## src/rtl/spi_guard_pkg.sv

```systemverilog
package spi_guard_pkg;

    typedef enum logic [1:0] {
        ST_IDLE = 2'd0,
        ST_XFER = 2'd1,
        ST_TAIL = 2'd2
    } xfer_state_e;

    typedef struct packed {
        logic       master_en;
        logic [1:0] cs_mode;
        logic       if_mode;
    } ctl_reg_t;

    localparam logic [1:0] CS_MODE_GUARD = 2'b10;

    // Contention guarding applies only in this configuration.
    function automatic logic guard_cfg(input ctl_reg_t c);
        return (c.cs_mode == CS_MODE_GUARD) && !c.if_mode;
    endfunction

endpackage

```

## src/rtl/spi_guard_sync.sv

```systemverilog
module spi_guard_sync #(
    parameter int STAGES = 2
) (
    input  logic clk,
    input  logic rst,
    input  logic d,
    output logic q
);
    logic [STAGES-1:0] chain;

    always_ff @(posedge clk) begin
        if (rst) chain <= '1;
        else     chain <= {chain[STAGES-2:0], d};
    end

    assign q = chain[STAGES-1];
endmodule

```

## src/rtl/spi_guard_shifter.sv

```systemverilog
module spi_guard_shifter #(
    parameter int DATA_W = 8,
    parameter int HALF   = 2
) (
    input  logic              clk,
    input  logic              rst,
    input  logic              start,
    input  logic [DATA_W-1:0] tx_byte,
    input  logic              miso,
    output logic              sck,
    output logic              mosi,
    output logic              active,
    output logic              last_edge,
    output logic [DATA_W-1:0] rx_byte
);
    localparam int HC_W  = (HALF > 1) ? $clog2(HALF) : 1;
    localparam int BIT_W = $clog2(DATA_W);

    logic [HC_W-1:0]   hc;
    logic [BIT_W-1:0]  bits;
    logic [DATA_W-1:0] tx_sh;
    logic [DATA_W-1:0] rx_sh;
    logic              tick;

    assign tick      = active && (hc == HC_W'(HALF - 1));
    assign last_edge = tick && !sck && (bits == BIT_W'(DATA_W - 1));

    always_ff @(posedge clk) begin
        if (rst) begin
            active  <= 1'b0;
            sck     <= 1'b1;
            mosi    <= 1'b0;
            hc      <= '0;
            bits    <= '0;
            tx_sh   <= '0;
            rx_sh   <= '0;
            rx_byte <= '0;
        end else if (!active) begin
            if (start) begin
                active <= 1'b1;
                tx_sh  <= tx_byte;
                hc     <= '0;
                bits   <= '0;
            end
        end else begin
            hc <= tick ? '0 : hc + 1'b1;
            if (tick && sck) begin
                sck   <= 1'b0;
                mosi  <= tx_sh[DATA_W-1];
                tx_sh <= {tx_sh[DATA_W-2:0], 1'b0};
            end
            if (tick && !sck) begin
                sck   <= 1'b1;
                rx_sh <= {rx_sh[DATA_W-2:0], miso};
                bits  <= bits + 1'b1;
                if (last_edge) begin
                    active  <= 1'b0;
                    rx_byte <= {rx_sh[DATA_W-2:0], miso};
                end
            end
        end
    end
endmodule

```

## src/rtl/spi_guard_ctrl.sv

```systemverilog
module spi_guard_ctrl
    import spi_guard_pkg::*;
#(
    parameter int SYNC_STAGES = 2,
    parameter int TAIL_WIN    = 4
) (
    input  logic     clk,
    input  logic     rst,
    input  logic     ctl_wr,
    input  ctl_reg_t ctl_wdata,
    input  logic     stat_wr,
    input  logic     stat_wdata,
    input  logic     tx_wr,
    input  logic     cs_sync,
    input  logic     last_edge,
    output ctl_reg_t ctl,
    output logic     conflict,
    output logic     busy,
    output logic     start,
    output logic     cs_oe,
    output logic     cs_out
);
    localparam int TAIL_LEN = SYNC_STAGES + TAIL_WIN;
    localparam int TC_W     = $clog2(TAIL_LEN + 1);

    xfer_state_e     state;
    logic [TC_W-1:0] tc;
    logic            guard, pre_win, post_win, hit;

    assign guard    = guard_cfg(ctl);
    assign pre_win  = guard && ctl.master_en && (state == ST_IDLE);
    assign post_win = guard && (state == ST_TAIL) && (tc >= TC_W'(SYNC_STAGES));
    assign hit      = (pre_win || post_win) && !cs_sync;
    assign start    = tx_wr && ctl.master_en && !conflict && !hit && (state == ST_IDLE);

    assign busy   = (state != ST_IDLE);
    assign cs_oe  = !guard || (state == ST_XFER);
    assign cs_out = (state != ST_XFER);

    always_ff @(posedge clk) begin
        if (rst) begin
            ctl      <= '0;
            conflict <= 1'b0;
            state    <= ST_IDLE;
            tc       <= '0;
        end else begin
            if (ctl_wr) ctl <= ctl_wdata;
            if (hit) begin
                conflict      <= 1'b1;
                ctl.master_en <= 1'b0;
            end else if (stat_wr && !stat_wdata) begin
                conflict <= 1'b0;
            end
            unique case (state)
                ST_IDLE: if (start) state <= ST_XFER;
                ST_XFER: if (last_edge) begin
                    state <= ST_TAIL;
                    tc    <= '0;
                end
                ST_TAIL: begin
                    if (tc == TC_W'(TAIL_LEN - 1)) state <= ST_IDLE;
                    else                            tc    <= tc + 1'b1;
                end
                default: state <= ST_IDLE;
            endcase
        end
    end

    // a hit in either window raises the flag and drops master mode
    a_r6_hit_sets_flag: assert property (@(posedge clk) disable iff (rst)
        hit |=> conflict && !ctl.master_en);

    // nothing starts while the flag stands
    a_r9_no_start_flagged: assert property (@(posedge clk) disable iff (rst)
        conflict |-> !start);

    // flag only falls on a write of zero
    a_r10_flag_sticky: assert property (@(posedge clk) disable iff (rst)
        conflict && !(stat_wr && !stat_wdata) |=> conflict);
endmodule

```

## src/rtl/spi_guard_master.sv

```systemverilog
module spi_guard_master
    import spi_guard_pkg::*;
#(
    parameter int DATA_W      = 8,
    parameter int CLK_DIV     = 4,
    parameter int TAIL_WIN    = 4,
    parameter int SYNC_STAGES = 2
) (
    input  logic              clk,
    input  logic              rst,
    input  logic              ctl_wr,
    input  logic              ctl_en,
    input  logic [1:0]        ctl_cs_mode,
    input  logic              ctl_if_mode,
    input  logic              stat_wr,
    input  logic              stat_flag_wdata,
    input  logic              tx_wr,
    input  logic [DATA_W-1:0] tx_data,
    output logic              master_en,
    output logic              conflict,
    output logic              busy,
    output logic [DATA_W-1:0] rx_data,
    output logic              sck,
    output logic              mosi,
    input  logic              miso,
    output logic              cs_out,
    output logic              cs_oe,
    input  logic              cs_in
);
    localparam int HALF = CLK_DIV / 2;

    ctl_reg_t ctl_wdata, ctl_q;
    logic     cs_sync, start, last_edge, sh_active;

    assign ctl_wdata = '{master_en: ctl_en, cs_mode: ctl_cs_mode, if_mode: ctl_if_mode};
    assign master_en = ctl_q.master_en;

    spi_guard_sync #(.STAGES(SYNC_STAGES)) u_sync (
        .clk(clk), .rst(rst), .d(cs_in), .q(cs_sync)
    );

    spi_guard_shifter #(.DATA_W(DATA_W), .HALF(HALF)) u_shift (
        .clk(clk), .rst(rst), .start(start), .tx_byte(tx_data), .miso(miso),
        .sck(sck), .mosi(mosi), .active(sh_active), .last_edge(last_edge),
        .rx_byte(rx_data)
    );

    spi_guard_ctrl #(.SYNC_STAGES(SYNC_STAGES), .TAIL_WIN(TAIL_WIN)) u_ctrl (
        .clk(clk), .rst(rst), .ctl_wr(ctl_wr), .ctl_wdata(ctl_wdata),
        .stat_wr(stat_wr), .stat_wdata(stat_flag_wdata), .tx_wr(tx_wr),
        .cs_sync(cs_sync), .last_edge(last_edge), .ctl(ctl_q),
        .conflict(conflict), .busy(busy), .start(start),
        .cs_oe(cs_oe), .cs_out(cs_out)
    );

    // the shifter never runs unless chip-select is driven low
    a_r5_drive_low_xfer: assert property (@(posedge clk) disable iff (rst)
        sh_active |-> cs_oe && !cs_out);

    // guarded and idle means the pin is released
    a_r5_release_idle: assert property (@(posedge clk) disable iff (rst)
        !busy && guard_cfg(ctl_q) |-> !cs_oe);

    // sck parks high whenever no byte is moving
    a_r4_sck_idle_high: assert property (@(posedge clk) disable iff (rst)
        !sh_active |-> sck);
endmodule

```

## config.mk

```make
export PLATFORM = sky130hd
export DESIGN_NAME = spi_guard_master
export DESIGN_NICKNAME = d
export VERILOG_FILES = /design/src/rtl/spi_guard_pkg.sv /design/src/rtl/spi_guard_sync.sv /design/src/rtl/spi_guard_shifter.sv /design/src/rtl/spi_guard_ctrl.sv /design/src/rtl/spi_guard_master.sv
export SDC_FILE = /design/constraint.sdc
export NUM_CORES = 1
export LEC_CHECK = 0
export ABC_CLOCK_PERIOD_IN_PS = 2300
export BUFFER_PORTS_ARGS = -buffer_cell sky130_fd_sc_hd__buf_2
export CORE_MARGIN = 2
export CORE_UTILIZATION = 56
export CTS_BUF_LIST = sky130_fd_sc_hd__clkbuf_8
export DETAILED_ROUTE_END_ITERATION = 7
export PLACE_DENSITY = 0.8
export SLEW_MARGIN = 20
export SYNTH_ARGS = -nofsm -noshare
export SYNTH_HDL_FRONTEND = slang
export SYNTH_SLANG_ARGS = --single-unit
export TNS_END_PERCENT = 20
```

## constraint.sdc

```tcl
create_clock -name clk -period 2.3 [get_ports clk]
set_clock_uncertainty 0.1 [all_clocks]
set_input_delay 0.115 -clock clk [delete_from_list [all_inputs] [get_ports clk]]
set_output_delay 0.115 -clock clk [all_outputs]
set_load 0.01 [all_outputs]
```

---- Word level (Yosys, flattened, before mapping) ----
Index checks and enable logic that the tools add are counted.
word-level totals
  bits in registers ....................... 42
  bits in latches ......................... 0
  memory bits (writable) .................. 0
  bits in read-only memories .............. 0
  input bits .............................. 20
  output and inout port bits .............. 15
  word-level logic and storage cells ...... 94
  memories ................................ 0
cells by class
  add/subtract/negate cells ............... 3
  multipliers ............................. 0
  div/mod/pow operators ................... 0
  order comparisons ....................... 1
  equality and inequality tests ........... 12
  shift-type cells ........................ 0
  multiplexer cells ....................... 24
  bitwise logic cells ..................... 0
  reductions and logical operators ........ 39
operators by type and width
  operator                                                               count
  8-bit two-way mux                                                      3
  1-bit logical AND                                                      15
  3-bit two-way mux                                                      5
  2-bit != test, second input constant                                   6
  1-bit two-way mux                                                      11
  2-bit AND reduction                                                    5
  2-bit nonzero test                                                     5
  3-bit AND reduction                                                    3
  1-bit zero test                                                        7
  3-bit by 1-bit adder with 3-bit output, second input constant          2
  3-bit == test, second input constant                                   2
  2-bit two-way mux                                                      3
  2-bit one-hot mux with 3 select lines                                  1
  3-bit one-hot mux with 2 select lines                                  1
  2-bit == test, second input constant                                   2
  3-bit by 2-bit >= comparator with 1-bit output, second input constant  1
  2-bit by 1-bit == test with 1-bit output, second input constant        1
  2-bit zero test                                                        1
  1-bit logical OR                                                       2
  2-bit by 1-bit != test with 1-bit output, second input constant        1
  2-bit OR reduction                                                     1
  1-bit adder, second input constant                                     1

---- Depth between registers and ports, before layout ----
Gate-level depths: netlist of run 1.
  word-level depth ........................ 11
  gate-level depth with buffers ........... 6
  depth with buffers taken out ............ 6

---- Modules after synthesis ----
A second synthesis of run 1 with hierarchy kept.
unflattened totals
  cell total of the unflattened synthesis .. 197
  area total of the unflattened synthesis .. 1861.8 um^2
modules (own cells, without submodules)
  module             instances  cells each  area an instance (um^2)  seq. area each (um^2)
  spi_guard_shifter  1          137         1310.0                   600.6
  spi_guard_ctrl     1          56          499.2                    200.2
  spi_guard_sync     1          4           52.6                     40.0

---- Worst setup path after synthesis of run 1 ----
No wires, ideal clock.
  kind .................................... register to register
  from .................................... register u_ctrl.ctl[1] (netlist name)
  to ...................................... register u_shift.tx_sh[1]
  setup time .............................. 137 ps
  arrival time ............................ 1370 ps
  slack ................................... 693 ps
  stages on the path, launching flop included .. 6
  buffers on the path ..................... 1
  clock period less this slack ............ 1607 ps
  cells stage by stage .................... dfxtp_1 or3b_4 o311ai_4 and2_2 buf_6 a211oi_1
between the ends
  word-level cells in the longest chain between the ends .. 11
  elaborated cells between the ends (all ways) .. 13
  those cells by class .................... eq/ne (1); reduce/logical (12)
RTL lines
  what                                                line                                        RTL
  from (decl)                                         spi_guard_ctrl.sv:16                        output ctl_reg_t ctl,
  from (signal assigned)                              spi_guard_ctrl.sv:47                        if (ctl_wr) ctl <= ctl_wdata;
  2-bit == test (*)                                   spi_guard_pkg.sv:19                         return (c.cs_mode == CS_MODE_GUARD) && !c.if_mode;
  1-bit logical AND (*)                               spi_guard_pkg.sv:19
  1-bit logical AND (on tied branches) (2 in series)  spi_guard_ctrl.sv:31, spi_guard_ctrl.sv:32
  1-bit logical OR (*)                                spi_guard_ctrl.sv:33                        assign hit = (pre_win || post_win) && !cs_sync;
  1-bit logical AND (*)                               spi_guard_ctrl.sv:33
  1-bit zero test (*)                                 spi_guard_ctrl.sv:34                        assign start = tx_wr && ctl.master_en && !conflict && !hit && (state == ST_IDLE);
  1-bit logical AND (*) (2 in series)                 spi_guard_ctrl.sv:34
  2-bit nonzero test (no source line) (*)             -
  2-bit AND reduction (no source line) (*)            -
  to (signal assigned)                                spi_guard_shifter.sv:41                     tx_sh <= tx_byte;
  to (signal assigned)                                spi_guard_shifter.sv:50                     tx_sh <= {tx_sh[DATA_W-2:0], 1'b0};
  to (decl)                                           spi_guard_shifter.sv:21                     logic [DATA_W-1:0] tx_sh;
Every way passes the cells marked *; elsewhere a longest branch is shown, timed or not.
A chain may end at the register's enable or synchronous reset.

---- Worst setup path in the final report of run 1 ----
  from .................................... register u_shift.active
  to ...................................... register u_shift.tx_sh[1]
between the ends
  word-level cells in the longest chain between the ends .. 4
  elaborated cells between the ends (all ways) .. 6
  those cells by class .................... eq/ne (1); mux (1); reduce/logical (4)
RTL lines
  what                                  line                     RTL
  from (decl)                           spi_guard_shifter.sv:12  output logic active,
  from (signal assigned)                spi_guard_shifter.sv:30  active <= 1'b0;
  from (signal assigned)                spi_guard_shifter.sv:40  active <= 1'b1;
  from (signal assigned)                spi_guard_shifter.sv:57  active <= 1'b0;
  1-bit logical AND                     spi_guard_shifter.sv:25  assign tick = active && (hc == HC_W'(HALF - 1));
  1-bit logical AND                     spi_guard_shifter.sv:47  if (tick && sck) begin
  2-bit != test (no source line)        -
  2-bit AND reduction (no source line)  -
Parallel ways exist; a longest one is shown, timed or not.

==> impl_metrics.ini, run 1 <==
[timing]
max-slew-margin-rel_pct = 48.8
worst_pin_slew_ps = 768
rsz0062_at_grt = false
worst_slack_ps = 510
slew_viol_final = 0
timing.final.crit_period_ps = 1790
timing.hold.ws_ps = 60.0
tns_ps = 0
final-setup-viol-count = 0
max_freq_mhz = 559
hold_viol = 0
period_share_pct = 77.8

[layout]
final_core_util_pct = 71.1
mostFrequentLayoutCells = dfxtp_1, nand2_1, buf_2
antenna_cells = 0
register_area_sq_um = 841
multi_input_area_sq_um = 870
drive_gt1_share_pct = 26.7
finalNetCount = 264
fin_area_sq_um = 2190
area_growth_pct = 19.6
fillers = 259
stdcell_count = 284
mostFrequentLayoutCell = dfxtp_1

[pwr]
power.density_nw_per_um2 = 659
ir_drop_mv = 0.426
finalPower_mw = 1.44
p_leak_nw = 0.862

[grt]
met3_usage_pct = 6.30
grt_pass1_vias = 1342
grtUsageMet2_pct = 34.3
grt_pass1_wl_microns = 5850
grt_max_degree = 43
grt_use_total_pct = 21.5
globalRoute.busiestLayer = met2
grt_use_met1_pct = 26.3
antenna_found_initial = 0
grt_overflow = 0

[clock_tree]
clock_latency_ps = 300
cts_tree = done
cts_buffers = 5
htree_levels = 2
postCtsSetupRepairBufs = 0
cts_sinks = 42
cts-root-buf = clkbuf_8
clockBufferDepth = 2
cts.clk_slew.worst_paths_ps = 80

[setup_path]
worst_r2r_endpoint = u_shift.tx_sh[1]
crit_type = reg -> reg
slowest_delay_ps = 510
worstPathRequired_ps = 2400
path_max_fanout = 11
r2r_start = u_shift.active
path_cells = nand3_1 -> and2_2 -> a211oi_1
startpoint = u_shift.active
start_kind = register
crit_end = u_shift.tx_sh[1]
slowest_stage = dfxtp_1
crit_path_end_kind = register
rr_worst_depth = 3
rrSetupSlack_ps = 510
arrival_ps = 1890

[routing]
detail_route.iter0.violations = 66
ant_nets = 0
first_pass_iters = 4
vias_per_cell = 5.23
drc = 0
avgRoutedWirePerCell_microns = 12.3
vias = 1484
wl_microns = 3480

[yosys]
synth_cell_types = 41
synth_ff_type = dfxtp_1
async_flop_share_pct = 0
syn_nets = 226
synth_seq_cells = 42
synthCells = 202
syn_area_sq_um = 1830
syn_avg_cell_area_sq_um = 9.05
ys_seq_area_share_pct = 46.0
synth-edff-count = 0
synth_warnings = 0

[die]
dieArea_sq_um = 3740
start_util_pct = 59.4
die_y_microns = 61.1
fp.dieW_microns = 61.1
coreArea_sq_um = 3080
rows = 20
io_pins = 35

[status]
run_status = finished clean

[placement]
place_area_sq_um = 2010
portBuffers = 34
place_ws_ps = 508
gp_congestion = 0.758
placed_cells = 271
dp_hpwl_microns = 2330

[run]
cap_violations = 0

[worst_hold_path]
worstHoldPathType = in -> reg
holdPathStages = 3
==> worst min-delay path by stage <==
stage / from / endpoint / slack (ps)
global route: stat_flag_wdata / u_ctrl.conflict / 50
detailed placement: cs_in / u_sync.chain[0] / 210
CTS: ctl_wr / u_ctrl.ctl[1] / 50
floorplan: cs_in / u_sync.chain[0] / 120
finish: tx_data[0] / u_shift.tx_sh[0] / 60
global placement: cs_in / u_sync.chain[0] / 210
==> final cells by class <==
cell class | instances | share of cell area (%)
multi-input combinational | 135 | 39.8
sequential | 42 | 38.4
timing repair buffer | 45 | 12.2
clock buffer | 6 | 3.78
tap | 44 | 2.52
inverter | 11 | 1.89
clock inverter | 1 | 1.37
==> synth_stat cells (2+ instances only) <==
| library cell | n | area (sq um) |
|---|---|---|
| a221oi_1 | 3 | 26.3 |
| nor3_1 | 5 | 25.0 |
| dfxtp_1 | 42 | 841 |
| buf_4 | 2 | 15.0 |
| mux2i_1 | 4 | 40.0 |
| nor2b_1 | 7 | 43.8 |
| nand3b_1 | 2 | 15.0 |
| nand4b_1 | 2 | 17.5 |
| a21oi_1 | 23 | 115 |
| a211oi_1 | 3 | 22.5 |
| ha_1 | 4 | 50.1 |
| clkbuf_1 | 8 | 30.0 |
| nand3_1 | 5 | 25.0 |
| buf_6 | 2 | 22.5 |
| a211oi_2 | 4 | 50.1 |
| or2_2 | 4 | 25.0 |
| a221oi_2 | 4 | 60.1 |
| inv_1 | 11 | 41.3 |
| o21ai_0 | 2 | 10.0 |
| nand2_1 | 35 | 131 |
| nor2_1 | 9 | 33.8 |
| xor2_1 | 2 | 17.5 |
==> critical path: cells and delay by family (launching register included) <==
family | cells | cell delay [ps]
compound gates | 1 | 250
flops | 1 | 510
simple gates | 2 | 830
==> logic make-up (layout without fill, tap and decap cells) <==
family | after synthesis | after routing | synth area share, %
adders and majority gates | 4 | 4 | 2.74
AOI/OAI and AO/OA | 43 | 43 | 18.3
xor gates and xnor gates | 3 | 3 | 1.44
and+or+nand+nor | 80 | 80 | 22.3
buffers and inverters | 25 | 63 | 6.43
DFF | 42 | 42 | 46.0
muxes | 5 | 5 | 2.81
==> power breakdown <==
group	switching [mW]	total [mW]	internal [mW]
sequential	0.0140	0.757	0.743
combinational	0.0489	0.0997	0.0508
clock	0.239	0.586	0.347
==> per-layer routing <==
metal,wire (microns),vias to the layer above,part of all wire (%)
li1,-,768,-
met1,1540,678,44
met2,1700,31,49
met3,170,7,4.9
met4,74,0,2.1
met5,0,-,0
==> flip-flops by register name (all words and copies together) (netlist names) <==
name	count
u_shift.sck	1
u_shift.hc	1
u_shift.bits	3
u_sync.chain	2
u_ctrl.ctl	4
u_shift.mosi	1
u_ctrl.conflict	1
u_shift.active	1
u_ctrl.tc	3
u_shift.rx_sh	7
u_ctrl.state	2
u_shift.rx_byte	8
u_shift.tx_sh	8
==> timing repair <==
action                    in CTS  in global routing
hold endpoints to repair       7                  0
hold buffers                   6                  0
gates resized for setup        0                  0
Note: power is estimated with default switching activity, not from simulation.
==> inputs of run 2 (changes only) <==
--- a/config.mk
+++ b/config.mk
@@ -5,13 +5,14 @@
 export SDC_FILE = /design/constraint.sdc
 export NUM_CORES = 1
 export LEC_CHECK = 0
-export ABC_CLOCK_PERIOD_IN_PS = 2300
+export ABC_AREA = 1
+export ABC_CLOCK_PERIOD_IN_PS = 1700
 export BUFFER_PORTS_ARGS = -buffer_cell sky130_fd_sc_hd__buf_2
 export CORE_MARGIN = 2
-export CORE_UTILIZATION = 56
+export CORE_UTILIZATION = 57
 export CTS_BUF_LIST = sky130_fd_sc_hd__clkbuf_8
 export DETAILED_ROUTE_END_ITERATION = 7
-export PLACE_DENSITY = 0.8
+export PLACE_DENSITY = 0.81
 export SLEW_MARGIN = 20
 export SYNTH_ARGS = -nofsm -noshare
 export SYNTH_HDL_FRONTEND = slang
==> constraint.sdc (replaced) <==
create_clock -name clk -period 1.7 [get_ports clk]
set_clock_uncertainty 0.1 [all_clocks]
set_input_delay 0.085 -clock clk [delete_from_list [all_inputs] [get_ports clk]]
set_output_delay 0.085 -clock clk [all_outputs]
set_load 0.01 [all_outputs]
==> impl_metrics.ini, run 2 <==
[status]
run_status = finished clean

[timing]
hold_viol = 0
period_share_pct = 86.4
final-setup-viol-count = 0
worst_pin_slew_ps = 697
max_freq_mhz = 681
timing.final.crit_period_ps = 1470
max-slew-margin-rel_pct = 53.5
slew_viol_final = 0
rsz0062_at_grt = false
tns_ps = 0

[die]
io_pins = 35
start_util_pct = 60.6
fp.dieW_microns = 61.2
coreArea_sq_um = 3080
rows = 20
die_y_microns = 61.2
dieArea_sq_um = 3740

[setup_path]
start_kind = input port
path_max_fanout = 22
crit_path_end_kind = register
crit_type = in -> reg
arrival_ps = 1620
worstPathRequired_ps = 1850

[yosys]
synth_ff_type = dfxtp_1
synthCells = 249
async_flop_share_pct = 0
synthTopCellsByArea = dfxtp_1, nand2_1, a21oi_1, nor2_1, inv_1
synth_top_area_share_pct = 45.1
synth-edff-count = 0
syn_area_sq_um = 1860
yosysMostFrequentCell = nand2_1
synth_cell_types = 26
synth_warnings = 0
syn_nets = 273
ys_seq_area_share_pct = 45.1
synth_seq_cells = 42
yosys.area.top_type = dfxtp_1
synth_common_cells = nand2_1, dfxtp_1, a21oi_1
syn_avg_cell_area_sq_um = 7.49

[grt]
antenna_found_initial = 0
grt_max_degree = 25
grt_pass1_wl_microns = 6150
grt_pass1_vias = 1455
grt_use_total_pct = 22.4
grt_overflow = 0

[clock_tree]
clock_latency_ps = 300
clockBufferDepth = 2
cts_repair_resize_count = 0
postCtsHoldBufs = 9
htree_levels = 2
cts-root-buf = clkbuf_8
cts_tree = done
postCtsSetupRepairBufs = 0
cts_buffers = 5
cts.clk_slew.worst_paths_ps = 80
cts_sinks = 42

[placement]
dp_hpwl_microns = 2440
portBuffers = 34
gp_congestion = 0.740
placed_cells = 319

[routing]
vias = 1659
drc = 0
vias_per_cell = 4.94
ant_nets = 0
wl_microns = 3730
detail_route.iter0.violations = 61
first_pass_iters = 4
avgRoutedWirePerCell_microns = 11.1

[layout]
mostFrequentLayoutCells = nand2_1, dfxtp_1, buf_2
stdcell_count = 336
largest_registers = u_shift.rx_byte (8), u_shift.tx_sh (8), u_shift.rx_sh (7)
drive_gt1_share_pct = 21.2
antenna_cells = 0
finalNetCount = 315
area_growth_pct = 19.1
final_core_util_pct = 72.2
mostFrequentLayoutCell = nand2_1

[worst_hold_path]
worstHoldPathType = in -> reg

[pwr]
p_leak_nw = 1.11
power.density_nw_per_um2 = 822
finalPower_mw = 1.83
ir_drop_mv = 0.486

[run]
cap_violations = 0
[run 2: path summary, 6_finish.rpt]
path	start	end	slack, ps	cells after the start
setup / recovery	rst	u_ctrl.ctl[2]	230	5
hold / removal	tx_data[3]	u_shift.tx_sh[3]	10	5
setup reg to reg	u_ctrl.state[1]	u_shift.bits[0]	250	9
hold reg to reg	u_sync.chain[0]	u_sync.chain[1]	340	1
[run 2: per-layer routing]
metal | global-route usage (%) | part of all wire [%]
met5 | 0 | 0
met4 | 8.39 | 1.7
met3 | 7.14 | 4.3
met2 | 36.9 | 48
met1 | 27.4 | 46
[run 2: logic make-up (layout without fill, tap and decap cells)]
group | count (synthesis) | after routing | synth area share [%]
compound gates | 54 | 54 | 15.5
xor+xnor | 1 | 1 | 0.470
fa+ha+maj | 4 | 4 | 2.68
buf+inv | 41 | 84 | 9.66
flops | 42 | 42 | 45.1
simple gates | 107 | 107 | 26.6
[run 2: cell type report]
cell class	instances	area (sq um)
inverter	31	116
timing repair buffer	45	275
multi-input combinational	166	843
fill	252	857
sequential	42	841
clock buffer	5	68.8
tap	44	55.1
clock inverter	3	21.3
[run 2: where the power goes]
part	internal (mW)	switching [mW]	leakage, nW	total [mW]
Combinational	0.0705	0.0847	0.723	0.155
Sequential	1.01	0.0128	0.341	1.02
Clock	0.288	0.362	0.0441	0.650
Total	1.37	0.459	1.11	1.83
[run 2: critical path, stage by stage]
cell	delay [ps]
buf_2	100
inv_1	510
o21ai_0	220
nor2_1	140
dlygate4sd3_1	570
[run 2: metrics by stage]
step | cell area (sq um) | hold WS (ps) | worst slack [ps]
after floorplan | 1860 | 88.8 | 386
after global placement | 2040 | 170 | 282
after detailed placement | 2040 | 175 | 261
after CTS | 2220 | 10.1 | 249
after global routing | 2220 | 39.7 | 105
final | 2220 | 13.5 | 231
==> inputs of run 3 (changes only) <==
--- a/config.mk
+++ b/config.mk
@@ -13,6 +13,7 @@
 export CTS_BUF_LIST = sky130_fd_sc_hd__clkbuf_8
 export DETAILED_ROUTE_END_ITERATION = 7
 export PLACE_DENSITY = 0.81
+export SETUP_SLACK_MARGIN = 0.3
 export SLEW_MARGIN = 20
 export SYNTH_ARGS = -nofsm -noshare
 export SYNTH_HDL_FRONTEND = slang
==> impl_metrics.ini, run 3 (synthesized netlist as in run 2, its figures left out) <==
[timing]
max_freq_mhz = 706
period_share_pct = 83.3
final-setup-viol-count = 0
tns_ps = 0
slew_viol_final = 0
hold_viol = 0
worst_pin_slew_ps = 675
max-slew-margin-rel_pct = 55.0
timing.final.crit_period_ps = 1420
rsz0062_at_grt = false

[die]
start_util_pct = 60.6
dieArea_sq_um = 3740
rows = 20
die_y_microns = 61.2
io_pins = 35
coreArea_sq_um = 3080
fp.dieW_microns = 61.2

[clock_tree]
cts_buffers = 5
clockBufferDepth = 2
cts_tree = done
cts_sinks = 42
clock_latency_ps = 300
cts.clk_slew.worst_paths_ps = 80
cts-root-buf = clkbuf_8
htree_levels = 2

[layout]
finalNetCount = 331
antenna_cells = 0
mostFrequentLayoutCell = nand2_1
largest_registers = u_shift.rx_byte (8), u_shift.tx_sh (8), u_shift.rx_sh (7)
stdcell_count = 352
fillers = 190
drive_gt1_share_pct = 31.2
area_growth_pct = 31.1
mostFrequentLayoutCells = nand2_1, buf_2, dfxtp_1

[placement]
portBuffers = 34
placed_cells = 319
dp_hpwl_microns = 2440
gp_congestion = 0.740

[routing]
ant_nets = 0
vias_per_cell = 5.13
detail_route.iter0.violations = 96
avgRoutedWirePerCell_microns = 13.1
drc = 0
first_pass_iters = 4
vias = 1807
wl_microns = 4600

[run]
cap_violations = 0

[setup_path]
crit_top_cell = nand2_1
slowest_stage = dfxtp_2
path_max_fanout = 7
crit_type = reg -> reg
path_cells = inv_2 -> nor2_2 -> nand2_1 -> nand2_2 -> nand2_4 -> nand3_4 -> nand3_1 -> nand2_1 -> nor2_1
cp_top_family = simple AND/OR/NAND/NOR gates
worstPathRequired_ps = 1800
crit_buf_inv = 1
start_kind = register
arrival_ps = 1520
crit_path_end_kind = register
slowest_delay_ps = 360

[worst_hold_path]
worstHoldPathType = in -> reg

[grt]
grt_max_degree = 23
antenna_found_initial = 0
grt_pass1_wl_microns = 6480
grt_use_total_pct = 23.7
grt_overflow = 0
grt_pass1_vias = 1517

[pwr]
p_leak_nw = 1.19
ir_drop_mv = 0.506
power.density_nw_per_um2 = 764

[status]
run_status = finished clean
[run 3: changes by cell type in the layout (fill, tap and decap cells not counted), sizes merged]
cell	before	now
nand3	17	20
buf	36	49
[run 3: cell type report]
cell class | count | area (sq um) | area share [%]
repair buffers | 58 | 373 | 15.3
clock inverters | 3 | 21.3 | 0.870
multi-input cells | 169 | 956 | 39.1
inverters | 31 | 116 | 4.76
well taps | 44 | 55.1 | 2.25
clock buffers | 5 | 68.8 | 2.82
flip-flops and latches | 42 | 853 | 34.9
[run 3: path summary, 6_finish.rpt]
check                                      from               end  slack (ps)  depth (start not counted)
worst max-delay path            u_ctrl.state[1]  u_shift.tx_sh[3]         280                          9
worst min-delay path                 tx_data[3]  u_shift.tx_sh[3]          10                          5
worst max register to register  u_ctrl.state[1]  u_shift.tx_sh[3]         280                          9
worst min register to register  u_sync.chain[0]   u_sync.chain[1]         330                          1
[run 3: tightest hold or removal path, delay by kind of cell]
kind            cells  cell delay, ps
compound gates      2             100
buf+inv             1              70
simple gates        2             120
[run 3: report_power, final]
part	switching [mW]	internal (mW)	leakage [nW]
Combinational	0.102	0.0854	0.800
Sequential	0.0153	1.01	0.345
Clock	0.369	0.289	0.0441
Total	0.486	1.38	1.19
[run 3: repair_timing]
action,in CTS,in global routing
gates cloned,1,2
hold endpoints to repair,8,0
hold buffers,9,0
pin swaps,2,14
setup buffers,3,10
endpoints found under the setup margin,16,24
resized for setup,3,24
[run 3: through the flow]
step / total power [mW] / instance area [sq um] / utilization [%] / hold slack (ps) / worst slack [ps]
3_5_place_dp: 1.18 / 2040 / 66.3 / 175 / 261
2_1_floorplan: 1.14 / 1860 / - / 88.8 / 386
5_1_grt: 1.94 / 2440 / 79.4 / 42.2 / 216
4_1_cts: 1.85 / 2260 / 73.6 / 10.1 / 274
3_3_place_gp: 1.18 / 2040 / 66.3 / 170 / 282
6_report: 1.87 / 2440 / 79.4 / 14.9 / 284
[run 3: metal layers]
layer  up-vias  GRT usage [%]  wire length (microns)
met4         0           8.39                     95
met3         9           7.14                    261
met1       816           28.9                   1940
li1        920              -                      -
met2        62           39.8                   2300
met5         -              0                      0
